**config.mk**
```make
export PLATFORM = sky130hd
export DESIGN_NAME = watchdog_unit
export DESIGN_NICKNAME = d
export VERILOG_FILES = /design/src/rtl/wdt_pkg.sv /design/src/rtl/wdt_prescaler.sv /design/src/rtl/wdt_arm.sv /design/src/rtl/wdt_counter.sv /design/src/rtl/watchdog_unit.sv
export SDC_FILE = /design/constraint.sdc
export NUM_CORES = 1
export LEC_CHECK = 0
export ABC_AREA = 1
export BUFFER_PORTS_ARGS = -buffer_cell sky130_fd_sc_hd__buf_2
export CORE_MARGIN = 4
export CORE_UTILIZATION = 55
export CTS_BUF_LIST = sky130_fd_sc_hd__clkbuf_8
export DETAILED_ROUTE_END_ITERATION = 10
export PLACE_DENSITY = 0.72
export SYNTH_ARGS = -nofsm -noshare
export SYNTH_HDL_FRONTEND = slang
export SYNTH_SLANG_ARGS = --single-unit
export TNS_END_PERCENT = 30
```
**constraint.sdc**
```tcl
create_clock -name clk_i -period 2.1 [get_ports clk_i]
set_input_delay 0.105 -clock clk_i [delete_from_list [all_inputs] [get_ports clk_i]]
set_output_delay 0.105 -clock clk_i [all_outputs]
set_load 0.01 [all_outputs]
```
**src/rtl/wdt_pkg.sv**
```systemverilog
package wdt_pkg;
  typedef enum logic {PSC_FAST = 1'b0, PSC_SLOW = 1'b1} psc_sel_e;
endpackage

```
**src/rtl/wdt_prescaler.sv**
```systemverilog
module wdt_prescaler
  import wdt_pkg::*;
#(
  parameter int FAST_DIV = 2,
  parameter int SLOW_DIV = 32
) (
  input  logic     clk_i,
  input  logic     rst_ni,
  input  logic     clr_i,
  input  logic     en_i,
  input  psc_sel_e sel_i,
  output logic     tick_o
);
  localparam int PW = $clog2(SLOW_DIV);
  localparam logic [PW-1:0] FAST_LAST = PW'(FAST_DIV - 1);
  localparam logic [PW-1:0] SLOW_LAST = PW'(SLOW_DIV - 1);

  logic [PW-1:0] psc_q;
  logic [PW-1:0] last;

  assign last   = (sel_i == PSC_SLOW) ? SLOW_LAST : FAST_LAST;
  assign tick_o = en_i && (psc_q == last);

  always_ff @(posedge clk_i or negedge rst_ni) begin
    if (!rst_ni)   psc_q <= '0;
    else if (clr_i) psc_q <= '0;
    else if (en_i)  psc_q <= tick_o ? '0 : psc_q + 1'b1;
  end


  psc_freeze_chk: assert property (@(posedge clk_i) disable iff (!rst_ni)
    (!en_i && !clr_i) |=> $stable(psc_q));
endmodule

```
**src/rtl/wdt_arm.sv**
```systemverilog
module wdt_arm #(
  parameter int ARM_WIN = 2
) (
  input  logic clk_i,
  input  logic rst_ni,
  input  logic set_i,
  input  logic use_i,
  output logic arm_o
);
  localparam int AW = $clog2(ARM_WIN + 1);

  logic          arm_q;
  logic [AW-1:0] age_q;

  assign arm_o = arm_q;

  always_ff @(posedge clk_i or negedge rst_ni) begin
    if (!rst_ni) begin
      arm_q <= 1'b0;
      age_q <= '0;
    end else if (set_i) begin
      arm_q <= 1'b1;
      age_q <= '0;
    end else if (arm_q) begin
      if (use_i || age_q == AW'(ARM_WIN - 1)) arm_q <= 1'b0;
      age_q <= age_q + 1'b1;
    end
  end


  arm_window_chk: assert property (@(posedge clk_i) disable iff (!rst_ni)
    arm_q |-> (age_q < AW'(ARM_WIN)));


  arm_source_chk: assert property (@(posedge clk_i) disable iff (!rst_ni)
    $rose(arm_q) |-> $past(set_i));
endmodule

```
**src/rtl/wdt_counter.sv**
```systemverilog
module wdt_counter #(
  parameter int HI_W      = 7,
  parameter int LO_W      = 8,
  parameter int PULSE_CNT = 4
) (
  input  logic            clk_i,
  input  logic            rst_ni,
  input  logic            load_i,
  input  logic [HI_W-1:0] reload_i,
  input  logic            tick_i,
  output logic            hit_o,
  output logic            pulse_o
);
  localparam int CW = HI_W + LO_W;
  localparam logic [CW-1:0] TRIG = CW'((1 << CW) - PULSE_CNT);

  logic [HI_W-1:0] hi_q, hi_nx;
  logic [LO_W-1:0] lo_q;
  logic [LO_W:0]   lo_sum;
  logic [CW-1:0]   cnt;

  assign cnt     = {hi_q, lo_q};
  assign lo_sum  = {1'b0, lo_q} + {{LO_W{1'b0}}, 1'b1};
  assign hi_nx   = hi_q + HI_W'(lo_sum[LO_W]);
  assign hit_o   = tick_i && !load_i && ({hi_nx, lo_sum[LO_W-1:0]} == TRIG);
  assign pulse_o = (cnt >= TRIG);

  always_ff @(posedge clk_i or negedge rst_ni) begin
    if (!rst_ni) begin
      hi_q <= '0;
      lo_q <= '0;
    end else if (load_i) begin
      hi_q <= reload_i;
      lo_q <= '0;
    end else if (tick_i) begin
      hi_q <= hi_nx;
      lo_q <= lo_sum[LO_W-1:0];
    end
  end


  cnt_freeze_chk: assert property (@(posedge clk_i) disable iff (!rst_ni)
    (!tick_i && !load_i) |=> $stable(cnt));


  trig_entry_chk: assert property (@(posedge clk_i) disable iff (!rst_ni)
    hit_o |=> pulse_o);
endmodule

```
**src/rtl/watchdog_unit.sv**
```systemverilog
module watchdog_unit
  import wdt_pkg::*;
#(
  parameter int HI_W      = 7,
  parameter int LO_W      = 8,
  parameter int FAST_DIV  = 2,
  parameter int SLOW_DIV  = 32,
  parameter int ARM_WIN   = 2,
  parameter int PULSE_CNT = 4
) (
  input  logic              clk_i,
  input  logic              rst_ni,
  input  logic              reload_we_i,
  input  logic [HI_W:0]     reload_i,
  input  logic              arm_set_i,
  input  logic              start_set_i,
  input  logic              flag_clr_i,
  input  logic              idle_i,
  input  logic              pdown_i,
  output logic              wdt_rst_o,
  output logic              flag_o,
  output logic              run_o,
  output logic              arm_o
);
  localparam int RW = HI_W + 1;

  logic [RW-1:0] reload_q;
  psc_sel_e      sel_q;
  logic          run_q, flag_q;
  logic          arm, load, freeze, tick, hit, pulse;

  assign freeze    = idle_i | pdown_i;
  assign load      = start_set_i && (!run_q || arm);
  assign wdt_rst_o = pulse;
  assign flag_o    = flag_q;
  assign run_o     = run_q;
  assign arm_o     = arm;

  always_ff @(posedge clk_i or negedge rst_ni) begin
    if (!rst_ni) begin
      reload_q <= '0;
      sel_q    <= PSC_FAST;
      run_q    <= 1'b0;
      flag_q   <= 1'b0;
    end else begin
      if (reload_we_i) reload_q <= reload_i;
      if (load) sel_q <= psc_sel_e'(reload_q[RW-1]);
      if (start_set_i) run_q <= 1'b1;
      if (hit) flag_q <= 1'b1;
      else if (flag_clr_i) flag_q <= 1'b0;
    end
  end

  wdt_arm #(.ARM_WIN(ARM_WIN)) i_arm (
    .clk_i (clk_i),
    .rst_ni(rst_ni),
    .set_i (arm_set_i),
    .use_i (load),
    .arm_o (arm)
  );

  wdt_prescaler #(.FAST_DIV(FAST_DIV), .SLOW_DIV(SLOW_DIV)) i_psc (
    .clk_i (clk_i),
    .rst_ni(rst_ni),
    .clr_i (load),
    .en_i  (run_q && !freeze),
    .sel_i (sel_q),
    .tick_o(tick)
  );

  wdt_counter #(.HI_W(HI_W), .LO_W(LO_W), .PULSE_CNT(PULSE_CNT)) i_cnt (
    .clk_i   (clk_i),
    .rst_ni  (rst_ni),
    .load_i  (load),
    .reload_i(reload_q[HI_W-1:0]),
    .tick_i  (tick),
    .hit_o   (hit),
    .pulse_o (pulse)
  );


  run_sticky_chk: assert property (@(posedge clk_i) disable iff (!rst_ni)
    run_q |=> run_q);


  flag_on_rst_chk: assert property (@(posedge clk_i) disable iff (!rst_ni)
    $rose(wdt_rst_o) |-> flag_o);


  rst_needs_run_chk: assert property (@(posedge clk_i) disable iff (!rst_ni)
    wdt_rst_o |-> run_o);
endmodule

```
==> run_results.csv <==
group,metric,value,unit
status,outcome,"finished, final reports clean",
finish,layout_common_cells,"nand2_1, dfrtp_1, inv_1, nor2_1, buf_2",
pwr,clkPwrFrac,0.296,
worst_setup_path,cpMaxStageDelayCell,"dfrtp_1",
flow_run,cap_violations,0,
worst_setup_path,worstPathMaxFanout,3,
sta,tightestPinTransition,0.746,ns
grt,grtUsageTotal,0.198,
clocking,clockBufferDepth,2,
worst_setup_path,critPathTopFamily,"simple AND/OR/NAND/NOR gates",
sta,slew_viol_final,0,
synthesis,synth_area,0.00182,sq mm
pwr,pwr-share-comb,0.176,
synthesis,yosysWarningCount,0,
detailed_routing,drt-initial-drc-count,55,
worst_setup_path,worstPathRequired,2.33,ns
pwr,p_per_area,715,mW/mm^2
synthesis,synth_area_leader_cell,"dfrtp_1",
floorplan,core_area,0.00310,sq mm
grt,grt_pass1_wl,6370,microns
floorplan,die_w,65.5,microns
clocking,cts_sinks,34,
clocking,root_buffer,"clkbuf_8",
pwr,p_int,1.06,mW
clocking,htree_levels,2,
sta,max_freq,502,MHz
grt,antenna_found_initial,0,
synthesis,ys_seq_area_frac,0.468,
finish,layout.cells.most_common,"nand2_1",
detailed_routing,post_drt_wl_per_cell,12.2,microns
worst_setup_path,cpMostUsedCell,"nor2_1",
worst_setup_path,crit_buf_inv,1,
finish,fillers,298,
pwr,leakage,1.01,nW
placed_design,gp_congestion,0.927,
clocking,cts_tree,"built",
pwr,p_sw,0.463,mW
worst_setup_path,start_kind,"register",
synthesis,synth_top_cell_area_share,0.468,
sta,tns,0,ns
pwr,finalPower,1.52,mW
grt,grt_max_degree,35,
detailed_routing,drc_errors,0,
worst_setup_path,arrival,2.22,ns
sta,slew_headroom,0.503,
grt,grt-ovfl-total,0,
sta,timing.final.crit_share,0.948,
finish,area_growth,17.1,%
sta,rsz0062_at_grt,"true",
clocking,cts.clk_slew.worst_paths,0.07,ns
synthesis,synth.distinct_cells,27,
detailed_routing,drt_first_pass_iters,4,
detailed_routing,finalWirelength,3580,microns
finish,diodes,0,
sta,hold_violations,0,
synthesis,syn-instance-count,219,
worst_setup_path,cpPeakStageDelay,0.38,ns
pwr,ir_worst_vdd,0.483,mV
floorplan,fp.dieH,65.5,microns
synthesis,syn_area_per_cell,8.30,sq um
placed_design,dp_hpwl,2490,microns
grt,grt_pass1_vias,1405,
sta,setup_violations,0,
pwr,sequentialPowerShare,0.528,
finish,final_util,0.686,
synthesis,synth_nets,241,
worst_setup_path,worst_setup_path_end_kind,"register",
worst_setup_path,path_cells,"ha_2 -> nand2_2 -> nor2_4 -> inv_2 -> nor3_2 -> ha_2 -> ha_4 -> nor2_1 -> nor2_1 -> nand2_1 -> nor2_1 -> nand2_1 -> nor2_1 -> nand3_1 -> nand2_1",
worst_setup_path,crit_type,"register to register",
synthesis,ys_ff_latch,34,
sta,skew,0.00352,ns
detailed_routing,vias,1473,
synthesis,synthTopCellsByArea,"dfrtp_1, nand2_1, inv_1",
sta,whs,0.0222,ns
clocking,cts_buffers,5,
clocking,clk_latency,0.28,ns
floorplan,die-area,0.00429,sq mm
placed_design,port_buffers,19,
floorplan,row_count,20,
detailed_routing,ant_nets,0,
finish,nNetsFinal,271,
floorplan,start_util,0.586,
floorplan,boundaryPins,20,
hold_path,hold_class,"primary input to register",
finish,drive_gt1_frac,0.209,
sta,post-route-min-period,1.99,ns
pwr,p_sw_frac,0.304,
detailed_routing,detail_route.vias_per_cell,5.03,
==> area by class of cell <==
type / count / area (sq um) / area share
clock buffer: 5 / 68.8 / 0.0323
clock inverter: 2 / 10.0 / 0.00470
inverter: 29 / 109 / 0.0511
multi-input combinational: 153 / 883 / 0.415
sequential: 34 / 851 / 0.400
tap: 44 / 55.1 / 0.0259
timing repair buffer: 26 / 153 / 0.0717
==> through the flow <==
stage          instances  cell area (sq um)  setup slack [ns]
2_1_floorplan        219               1820             0.148
3_3_place_gp         282               1970             0.108
3_5_place_dp         282               1970            0.0177
4_1_cts              292               2080           0.00856
5_1_grt              293               2130           -0.0943
6_report             293               2130             0.109
==> metal layers <==
metal	up-vias	global-route usage	routed length, microns
li1	760	-	-
met1	674	0.248	1650
met2	26	0.308	1670
met3	13	0.0684	137
met4	0	0.0855	118
met5	-	0	0
==> final timing paths <==
path                                    start       endpoint  slack, ns  cells past startpoint
worst max-delay path            i_cnt.lo_q[0]         flag_o       0.11                     15
worst min-delay path              reload_i[2]    reload_q[2]       0.02                      3
worst max register to register  i_cnt.lo_q[0]         flag_o       0.11                     15
max in group asynchronous              rst_ni  i_cnt.hi_q[0]       1.21                      2
min in group asynchronous              rst_ni  i_cnt.lo_q[0]       0.42                      2
worst min register to register         flag_o         flag_o       0.47                      2
==> power groups by stage <==
stage	combinational [mW]	clock, mW	sequential, mW
after floorplan	0.200	0	0.793
after global placement	0.254	0	0.806
after detailed placement	0.260	0	0.808
after CTS	0.268	0.460	0.796
after global routing	0.314	0.503	0.816
final	0.269	0.450	0.804
==> synth_stat cells <==
library cell,instances
o22ai_1,3
nor2_4,1
o211ai_1,6
xor2_1,4
a211oi_1,1
nand3b_1,2
ha_1,6
o21ai_0,12
nand2_2,1
nor3_1,3
nor2_1,23
inv_2,1
nand2_1,58
buf_4,1
nand4_1,3
or2_2,1
inv_1,28
mux2_2,4
dfrtp_1,34
xnor2_1,3
nand2_4,2
o21ai_4,1
nand3_4,1
buf_6,1
nand3_1,17
o21ai_1,1
clkbuf_1,1
==> flip-flops by register name, summed over array words and instances (netlist names) <==
| name | flops |
|---|---|
| i_cnt.hi_q | 7 |
| run_o | 1 |
| i_cnt.lo_q | 8 |
| sel_q | 1 |
| i_arm.arm_o | 1 |
| reload_q | 8 |
| flag_o | 1 |
| i_arm.age_q | 2 |
| i_psc.psc_q | 5 |
==> cell families after synthesis <==
logic type	count (synthesis)	share of synthesized area
buffers and inverters	32	0.0723
DFF	34	0.468
adders and majority gates	6	0.0413
and+or+nand+nor	112	0.276
AOI/OAI and AO/OA	24	0.0840
muxes	4	0.0248
xor gates and xnor gates	7	0.0337
==> tightest hold or removal path, delay by kind of cell <==
kind                   cells  cell delay, ns
AND/OR/NAND/NOR            1            0.03
buffers and inverters      1            0.07
AO/OA/AOI/OAI              1            0.06
==> timing repair <==
action,in CTS,in global routing
buffers inserted,1,1
setup endpoints to repair,1,4
endpoints found under the hold margin,36,0
hold buffers,2,0
pin swaps,1,2
resized for setup,1,11
No activity file was read; power rests on OpenSTA's default activity.
